**config.mk**
```make
export PLATFORM = sky130hd
export DESIGN_NAME = i2c_txn_seq
export DESIGN_NICKNAME = d
export VERILOG_FILES = /design/src/rtl/i2c_seq_pkg.sv /design/src/rtl/i2c_seq_timer.sv /design/src/rtl/i2c_seq_count.sv /design/src/rtl/i2c_seq_subaddr.sv /design/src/rtl/i2c_txn_seq.sv
export SDC_FILE = /design/constraint.sdc
export NUM_CORES = 1
export LEC_CHECK = 0
export BUFFER_PORTS_ARGS = -buffer_cell sky130_fd_sc_hd__buf_4
export CORE_ASPECT_RATIO = 1.75
export CORE_MARGIN = 1
export CORE_UTILIZATION = 47
export CTS_CLUSTER_SIZE = 8
export DETAILED_ROUTE_END_ITERATION = 7
export PLACE_DENSITY = 0.76
export SLEW_MARGIN = 20
export SYNTH_ARGS = -nofsm -noshare
export SYNTH_HDL_FRONTEND = slang
export SYNTH_SLANG_ARGS = --single-unit
export TNS_END_PERCENT = 1
```
**constraint.sdc**
```tcl
create_clock -name clk -period 2.6 [get_ports clk]
set_input_delay 0.13 -clock clk [delete_from_list [all_inputs] [get_ports clk]]
set_output_delay 0.13 -clock clk [all_outputs]
set_load 0.05 [all_outputs]
```
**src/rtl/i2c_seq_pkg.sv**
```systemverilog
`timescale 1ns/1ps
package i2c_seq_pkg;
  typedef enum logic [3:0] {
    PH_IDLE    = 4'd0,
    PH_DONE    = 4'd1,
    PH_FAILED  = 4'd2,
    PH_BUSY    = 4'd3,
    PH_ADDRESS = 4'd4,
    PH_SUBADDR = 4'd5,
    PH_READ    = 4'd6,
    PH_WRITE   = 4'd7,
    PH_HALTING = 4'd8
  } phase_t;

  typedef enum logic [2:0] {
    ERR_NONE    = 3'd0,
    ERR_ARB     = 3'd1,
    ERR_BUS     = 3'd2,
    ERR_ABORTED = 3'd3,
    ERR_TIMEOUT = 3'd4
  } err_t;
endpackage

```
**src/rtl/i2c_seq_timer.sv**
```systemverilog
`timescale 1ns/1ps
module i2c_seq_timer #(
  parameter int W = 16
) (
  input  logic         clk,
  input  logic         rst_n,
  input  logic         run,
  input  logic         clear,
  input  logic [W-1:0] limit,
  output logic         expired
);
  logic [W-1:0] cnt_q;

  always_ff @(posedge clk) begin
    if (!rst_n)                       cnt_q <= '0;
    else if (clear)                   cnt_q <= '0;
    else if (run && (cnt_q != '1))    cnt_q <= cnt_q + 1'b1;
  end

  assign expired = run && (limit != '0) && (cnt_q >= limit);

  assert_clear_restarts_R10: assert property (@(posedge clk) disable iff (!rst_n)
    clear |=> !expired);
endmodule

```
**src/rtl/i2c_seq_count.sv**
```systemverilog
`timescale 1ns/1ps
module i2c_seq_count #(
  parameter int MAX = 8192,
  parameter int W   = 14
) (
  input  logic         clk,
  input  logic         rst_n,
  input  logic         load,
  input  logic [W-1:0] load_val,
  input  logic         dec,
  output logic [W-1:0] remain,
  output logic         is_zero,
  output logic         is_one
);
  localparam logic [W-1:0] MAXV = W'(MAX);
  logic [W-1:0] rem_q;

  always_ff @(posedge clk) begin
    if (!rst_n)    rem_q <= '0;
    else if (load) rem_q <= (load_val > MAXV) ? MAXV : load_val;
    else if (dec)  rem_q <= rem_q - 1'b1;
  end

  assign remain  = rem_q;
  assign is_zero = (rem_q == '0);
  assign is_one  = (rem_q == W'(1));

  assert_within_max_R11: assert property (@(posedge clk) disable iff (!rst_n)
    rem_q <= MAXV);
  assert_no_underflow_R7: assert property (@(posedge clk) disable iff (!rst_n)
    (dec && !load) |-> (rem_q != '0));
endmodule

```
**src/rtl/i2c_seq_subaddr.sv**
```systemverilog
`timescale 1ns/1ps
module i2c_seq_subaddr #(
  parameter int MAXB = 2,
  localparam int LW  = $clog2(MAXB + 1),
  localparam int VW  = 8 * MAXB
) (
  input  logic          clk,
  input  logic          rst_n,
  input  logic          load,
  input  logic [LW-1:0] len,
  input  logic [VW-1:0] val,
  input  logic          adv,
  output logic [7:0]    cur_byte,
  output logic [LW-1:0] left
);
  localparam logic [LW-1:0] MAXL = LW'(MAXB);
  logic [VW-1:0] sh_q;
  logic [LW-1:0] left_q;
  logic [LW-1:0] len_c;

  assign len_c = (len > MAXL) ? MAXL : len;

  always_ff @(posedge clk) begin
    if (!rst_n) begin
      sh_q   <= '0;
      left_q <= '0;
    end else if (load) begin
      sh_q   <= val << (8 * (MAXB - int'(len_c)));
      left_q <= len_c;
    end else if (adv) begin
      sh_q   <= sh_q << 8;
      left_q <= left_q - 1'b1;
    end
  end

  assign cur_byte = sh_q[VW-1 -: 8];
  assign left     = left_q;

  assert_adv_pending_R3: assert property (@(posedge clk) disable iff (!rst_n)
    (adv && !load) |-> (left_q != '0));
endmodule

```
**src/rtl/i2c_txn_seq.sv**
```systemverilog
`timescale 1ns/1ps
module i2c_txn_seq
  import i2c_seq_pkg::*;
#(
  parameter int MAX_BYTES = 8192,
  parameter int SUB_MAX   = 2,
  parameter int TO_W      = 16,
  localparam int CNT_W    = $clog2(MAX_BYTES + 1),
  localparam int SUB_LW   = $clog2(SUB_MAX + 1)
) (
  input  logic                 clk,
  input  logic                 rst_n,
  input  logic                 start,
  input  logic [6:0]           dev_addr,
  input  logic                 rd_req,
  input  logic [SUB_LW-1:0]    sub_len,
  input  logic [8*SUB_MAX-1:0] sub_addr,
  input  logic [CNT_W-1:0]     byte_count,
  input  logic [TO_W-1:0]      timeout_cycles,
  input  logic [7:0]           wr_data,
  input  logic                 wr_valid,
  output logic                 wr_ready,
  output logic [7:0]           rd_data,
  output logic                 rd_valid,
  input  logic                 rd_ready,
  output logic                 eng_go,
  output logic [7:0]           eng_tx_byte,
  output logic                 eng_cmd_start,
  output logic                 eng_cmd_stop,
  output logic                 eng_cmd_read,
  output logic                 eng_cmd_nak,
  output logic                 eng_abort,
  output logic                 eng_unit_reset,
  input  logic                 eng_done,
  input  logic [7:0]           eng_rx_byte,
  input  logic                 eng_nak_rcvd,
  input  logic                 eng_arb_lost,
  input  logic                 eng_bus_err,
  input  logic                 eng_stop_seen,
  input  logic                 eng_sda_in,
  input  logic                 eng_scl_in,
  input  logic                 eng_bus_busy,
  input  logic                 eng_unit_busy,
  output logic [3:0]           phase,
  output logic [CNT_W-1:0]     residue,
  output logic [2:0]           err_code
);
  phase_t     phase_q;
  err_t       err_q, fail_code;
  logic       pend_q, abort_q, rw_q, addr_rd_q;
  logic [6:0] addr_q;
  logic [7:0] rd_q;
  logic       rd_v_q, rd_last_q;

  logic       idle_like, working, start_acc, fail_now, ok_done;
  logic       tmr_run, tmr_clear, tmr_exp;
  logic       cnt_dec, cnt_zero, cnt_one;
  logic [CNT_W-1:0] cnt_rem;
  logic       sub_adv;
  logic [7:0] sub_byte;
  logic [SUB_LW-1:0] sub_left;
  logic       want_rd;

  assign idle_like = (phase_q == PH_IDLE) || (phase_q == PH_DONE) || (phase_q == PH_FAILED);
  assign working   = (phase_q == PH_ADDRESS) || (phase_q == PH_SUBADDR) ||
                     (phase_q == PH_READ) || (phase_q == PH_WRITE);
  assign start_acc = idle_like && start;
  assign want_rd   = rd_req && (byte_count != '0);

  // failure detection, priority arbitration > bus error > unexpected stop > timeout
  always_comb begin
    fail_now  = 1'b0;
    fail_code = ERR_NONE;
    if (working) begin
      if (pend_q && eng_done) begin
        if (eng_arb_lost)       begin fail_now = 1'b1; fail_code = ERR_ARB;     end
        else if (eng_bus_err)   begin fail_now = 1'b1; fail_code = ERR_BUS;     end
        else if (eng_stop_seen) begin fail_now = 1'b1; fail_code = ERR_ABORTED; end
      end else if (tmr_exp) begin
        fail_now  = 1'b1;
        fail_code = ERR_TIMEOUT;
      end
    end
  end

  assign ok_done = working && pend_q && eng_done && !fail_now;

  // engine command generation
  always_comb begin
    eng_go        = 1'b0;
    eng_tx_byte   = 8'h00;
    eng_cmd_start = 1'b0;
    eng_cmd_stop  = 1'b0;
    eng_cmd_read  = 1'b0;
    eng_cmd_nak   = 1'b0;
    wr_ready      = 1'b0;
    case (phase_q)
      PH_ADDRESS: begin
        eng_go        = !pend_q;
        eng_tx_byte   = {addr_q, addr_rd_q};
        eng_cmd_start = 1'b1;
        eng_cmd_stop  = !addr_rd_q && (sub_left == '0) && cnt_zero;
      end
      PH_SUBADDR: begin
        eng_go       = !pend_q;
        eng_tx_byte  = sub_byte;
        eng_cmd_stop = (sub_left == SUB_LW'(1)) && cnt_zero;
      end
      PH_WRITE: begin
        wr_ready     = !pend_q;
        eng_go       = !pend_q && wr_valid;
        eng_tx_byte  = wr_data;
        eng_cmd_stop = cnt_one;
      end
      PH_READ: begin
        eng_go       = !pend_q && !rd_v_q;
        eng_cmd_read = 1'b1;
        eng_cmd_nak  = cnt_one;
        eng_cmd_stop = cnt_one;
      end
      default: ;
    endcase
  end

  assign tmr_run   = pend_q || (phase_q == PH_HALTING);
  assign tmr_clear = eng_go || ok_done || start_acc || fail_now;
  assign sub_adv   = ok_done && (phase_q == PH_SUBADDR) && !eng_nak_rcvd;
  assign cnt_dec   = ok_done && (((phase_q == PH_WRITE) && !eng_nak_rcvd) || (phase_q == PH_READ));

  i2c_seq_timer #(.W(TO_W)) u_timer (
    .clk(clk), .rst_n(rst_n), .run(tmr_run), .clear(tmr_clear),
    .limit(timeout_cycles), .expired(tmr_exp)
  );

  i2c_seq_count #(.MAX(MAX_BYTES), .W(CNT_W)) u_count (
    .clk(clk), .rst_n(rst_n), .load(start_acc), .load_val(byte_count),
    .dec(cnt_dec), .remain(cnt_rem), .is_zero(cnt_zero), .is_one(cnt_one)
  );

  i2c_seq_subaddr #(.MAXB(SUB_MAX)) u_sub (
    .clk(clk), .rst_n(rst_n), .load(start_acc), .len(sub_len), .val(sub_addr),
    .adv(sub_adv), .cur_byte(sub_byte), .left(sub_left)
  );

  always_ff @(posedge clk) begin
    if (!rst_n) begin
      phase_q   <= PH_IDLE;
      err_q     <= ERR_NONE;
      pend_q    <= 1'b0;
      abort_q   <= 1'b0;
      rw_q      <= 1'b0;
      addr_rd_q <= 1'b0;
      addr_q    <= '0;
      rd_q      <= '0;
      rd_v_q    <= 1'b0;
      rd_last_q <= 1'b0;
    end else begin
      abort_q <= 1'b0;
      if (idle_like) begin
        if (start) begin
          addr_q    <= dev_addr;
          rw_q      <= want_rd;
          addr_rd_q <= want_rd && (sub_len == '0);
          err_q     <= ERR_NONE;
          pend_q    <= 1'b0;
          rd_v_q    <= 1'b0;
          phase_q   <= (eng_bus_busy || eng_unit_busy) ? PH_BUSY : PH_ADDRESS;
        end
      end else if (phase_q == PH_BUSY) begin
        phase_q <= PH_ADDRESS;
      end else if (phase_q == PH_HALTING) begin
        if (!eng_unit_busy || tmr_exp) phase_q <= PH_FAILED;
      end else if (fail_now) begin
        pend_q <= 1'b0;
        err_q  <= fail_code;
        if (eng_unit_busy) begin
          phase_q <= PH_HALTING;
          abort_q <= 1'b1;
        end else begin
          phase_q <= PH_FAILED;
        end
      end else begin
        if (eng_go) pend_q <= 1'b1;
        if (ok_done) begin
          pend_q <= 1'b0;
          case (phase_q)
            PH_ADDRESS: begin
              if (eng_nak_rcvd)          phase_q <= PH_DONE;
              else if (addr_rd_q)        phase_q <= PH_READ;
              else if (sub_left != '0)   phase_q <= PH_SUBADDR;
              else if (cnt_zero)         phase_q <= PH_DONE;
              else                       phase_q <= PH_WRITE;
            end
            PH_SUBADDR: begin
              if (eng_nak_rcvd) phase_q <= PH_DONE;
              else if (sub_left == SUB_LW'(1)) begin
                if (cnt_zero) phase_q <= PH_DONE;
                else if (rw_q) begin
                  addr_rd_q <= 1'b1;
                  phase_q   <= PH_ADDRESS;
                end else phase_q <= PH_WRITE;
              end
            end
            PH_WRITE: begin
              if (eng_nak_rcvd || cnt_one) phase_q <= PH_DONE;
            end
            PH_READ: begin
              rd_q      <= eng_rx_byte;
              rd_v_q    <= 1'b1;
              rd_last_q <= cnt_one || eng_nak_rcvd || (eng_sda_in && eng_scl_in);
            end
            default: ;
          endcase
        end
        if ((phase_q == PH_READ) && rd_v_q && rd_ready) begin
          rd_v_q <= 1'b0;
          if (rd_last_q) phase_q <= PH_DONE;
        end
      end
    end
  end

  assign rd_data        = rd_q;
  assign rd_valid       = rd_v_q;
  assign eng_abort      = abort_q;
  assign eng_unit_reset = (phase_q == PH_BUSY);
  assign phase          = phase_q;
  assign residue        = cnt_rem;
  assign err_code       = err_q;

  assert_one_cmd_R5: assert property (@(posedge clk) disable iff (!rst_n)
    eng_go |=> !eng_go);
  assert_rd_hold_R13: assert property (@(posedge clk) disable iff (!rst_n)
    (rd_valid && !rd_ready) |=> (rd_valid && $stable(rd_data)));
  assert_done_clean_R9: assert property (@(posedge clk) disable iff (!rst_n)
    (phase_q == PH_DONE) |-> (err_code == 3'd0));
  assert_reset_once_R12: assert property (@(posedge clk) disable iff (!rst_n)
    eng_unit_reset |=> !eng_unit_reset);
  assert_abort_entry_R10: assert property (@(posedge clk) disable iff (!rst_n)
    eng_abort |-> (phase_q == PH_HALTING));
endmodule

```
==> results.toml <==
[cells_and_area]
multi_input_area_um2 = 2791
fin_nets = 814
fin_area_um2 = 6136
final_common_cell = "buf_4"
area_growth_pct = 35.51
fillerInstances = 827
stdcell_count = 833
regArea_um2 = 1521
num_antenna_cells = 0
final_cell_mix = "163 x buf_4, 76 x dfxtp_1, 66 x nor2_1"
drive_gt1_share_pct = 28.41

[clocking]
post_cts_buffers = 0
cts_tree = "yes"
path_clk_slew_ps = 60
clkLatencyLatePin_ps = 340
numCtsBuffers = 9
root_buffer = "clkbuf_16"
cts.sinks = 76
htree_num_levels = 3
clockBufferDepth = 2
holdBufCountCts = 0

[setup_path]
rr_endpoint = "phase[2]"
worst-setup-path-type = "flop to flop"
slowest_stage = "or4_4"
startpoint_type = "flop"
critPathMaxStageDelay_ps = 530
worstRegToRegCells = 10
reg2reg_slack_ps = 110
cp_max_fo = 8
r2r-start = "u_timer.cnt_q[0]"
cp_num_cells = 10
crit_top_cell = "o2111a_1"
end_kind = "flop"
crit_chain = "inv_1 > ha_1 > nand2b_1 > a2111oi_0 > buf_4 > or4_4 > a31oi_4 > mux2i_4 > o2111a_1 > o2111a_1"
cp_top_family = "compound AO/OA/AOI/OAI gates"
required_ps = 2830
crit_arrival_ps = 2710
cp-startpoint = "u_timer.cnt_q[0]"
endpoint = "phase[2]"
crit_buf_inv = 2

[die]
io_pins = 132
die_h_um = 131.8
dieArea_um2 = 10050
core_um2 = 9409
floorplan.initialDensity_pct = 48.13
fp.dieW_um = 76.20
rows = 47

[sta]
slew_headroom_pct = 49.07
worst_slack_ps = 112.1
min_period_ps = 2488
worst_pin_slew_ps = 762.4
layout_worst_path_cycle_share_pct = 95.69
holdWs_ps = 28.33
finClkSkew_ps = 9.815
finalHoldViolCount = 0
timing.fmax_mhz = 401.9
maxSlewViolCount = 0
finalSetupViolCount = 0
rsz0062_at_grt = "true"

[grt]
grt_pass1_wl_um = 22140
antenna_found_initial = 0
gr-total-overflow = 0
grt_max_degree = 47
grt_usage_pct = 27.42
grt_pass1_vias = 4811

[yosys]
synth-edff-count = 0
ys_types = 56
ys.flop_type = "dfxtp_1"
ys_seq_area_share_pct = 33.60
syn_area_per_cell_um2 = 8.014
syn_nets = 673
ys_warn_count = 0
ys_ff_latch = 76
async_flop_share_pct = 0
synth_cells = 565
syn_area_um2 = 4528

[placement]
dp_cells = 818
place.gp.congestion = 0.9252
post-place-ws_ps = 14.30
place_hpwl_um = 10490
post_dp_cell_area_um2 = 5829
io_buffer_count = 131

[power]
power_mw = 3.484
p_per_area_nw_per_um2 = 567.8
peakVddDrop_mv = 0.4608
leakage_nw = 2.642

[route]
num_vias = 4768
first_pass_iters = 5
drt_iter0_drc = 256
vias_per_cell = 5.724
wl_um = 13510
avgRoutedWirePerCell_um = 16.22
detail-route-antenna-nets = 0
drc = 0

[status]
status = "finished, final reports clean"

[hold_path]
hold_path_depth = 3
hp-class = "primary input to flop"

[run]
drv_cap = 0
## per-stage QoR
step           util (%)  TNS [ps]
3_3_place_gp      61.95         0
3_5_place_dp      61.95         0
5_1_grt           65.21    -20.68
6_report          65.21         0
4_1_cts           65.20         0
2_1_floorplan         -    -912.3
## where the power goes
part           leakage (nW)  total, mW  internal [mW]  switching, mW
logic                  1.87      0.915          0.371          0.544
registers             0.620       1.30           1.23         0.0637
clock network         0.148       1.27          0.756          0.516
total                  2.64       3.48           2.36           1.12
## repair_timing
| item | CTS | global route |
|---|---|---|
| resized for setup | 0 | 1 |
| setup endpoints to repair | 1 | 2 |
| pin swaps | 1 | 3 |
## synthesized netlist by cell type, drive strengths merged, types with 5 or more instances
| master | n | area (µm²) |
|---|---|---|
| mux2 | 9 | 101.4 |
| a31oi | 6 | 52.55 |
| a21oi | 45 | 225.2 |
| nor2b | 6 | 37.54 |
| xnor2 | 10 | 87.58 |
| inv | 26 | 97.59 |
| and3 | 9 | 56.30 |
| a221oi | 8 | 70.07 |
| a22oi | 9 | 67.56 |
| nand3 | 25 | 125.1 |
| nor2 | 66 | 247.7 |
| nor3 | 17 | 85.08 |
| nand2 | 45 | 168.9 |
| a211oi | 15 | 112.6 |
| nand3b | 5 | 37.54 |
| dfxtp | 76 | 1521 |
| o21ai | 23 | 115.1 |
| ha | 22 | 275.3 |
| mux2i | 18 | 183.9 |
| xor2 | 12 | 105.1 |
| nor4 | 15 | 100.1 |
| clkbuf | 27 | 101.4 |
| nand4 | 11 | 68.82 |
| buf | 8 | 42.54 |
## registers in the layout (all words and copies together) (netlist names)
register / cells
eng_abort: 1
u_sub.sh_q: 16
rd_valid: 1
rw_q: 1
u_count.remain: 14
u_timer.cnt_q: 16
u_sub.left: 2
addr_rd_q: 1
addr_q: 7
phase: 4
err_code: 3
rd_last_q: 1
pend_q: 1
rd_data: 8
## layout make-up
class                   count  share of cell area, %
clock buffers               9                  3.670
inverters                  27                  1.652
well taps                 122                  2.488
repair buffers            165                  20.60
clock inverters             7                  1.305
flip-flops and latches     76                  24.80
multi-input cells         427                  45.49
## metal layers
metal | wire length [µm] | part of all wire [%] | track usage [%]
met1 | 4852 | 36 | 27.32
met2 | 7543 | 56 | 52.63
met3 | 599 | 4.4 | 4.429
met4 | 515 | 3.8 | 15.71
met5 | 0 | 0 | 0
## worst reg2reg max path: cells and delay by family (launching register included)
family / cells / cell delay, ps
flip-flops: 1 / 330
AO/OA/AOI/OAI: 4 / 810
AND/OR/NAND/NOR: 2 / 630
buffers and inverters: 2 / 200
adder cells (fa/ha/maj): 1 / 260
multiplexers: 1 / 150
## kinds of logic (layout without fill, tap and decap cells)
group	after synthesis	after routing	share of synthesized area (%)
AOI/OAI and AO/OA	134	134	19.95
xor gates and xnor gates	22	22	4.255
adders and majority gates	22	22	6.079
buffers and inverters	62	208	5.416
DFF	76	76	33.60
muxes	27	27	6.300
and+or+nand+nor	222	222	24.40
## worst min-delay path by stage
stage,start,end,slack (ps)
after global routing,eng_rx_byte[6],rd_data[6],30
after detailed placement,eng_rx_byte[6],rd_data[6],370
after floorplan,eng_unit_busy,eng_abort,250
after global placement,eng_rx_byte[2],rd_data[2],370
final,eng_rx_byte[6],rd_data[6],30
after CTS,eng_rx_byte[6],rd_data[6],20
No activity file was read; power rests on OpenSTA's default activity.
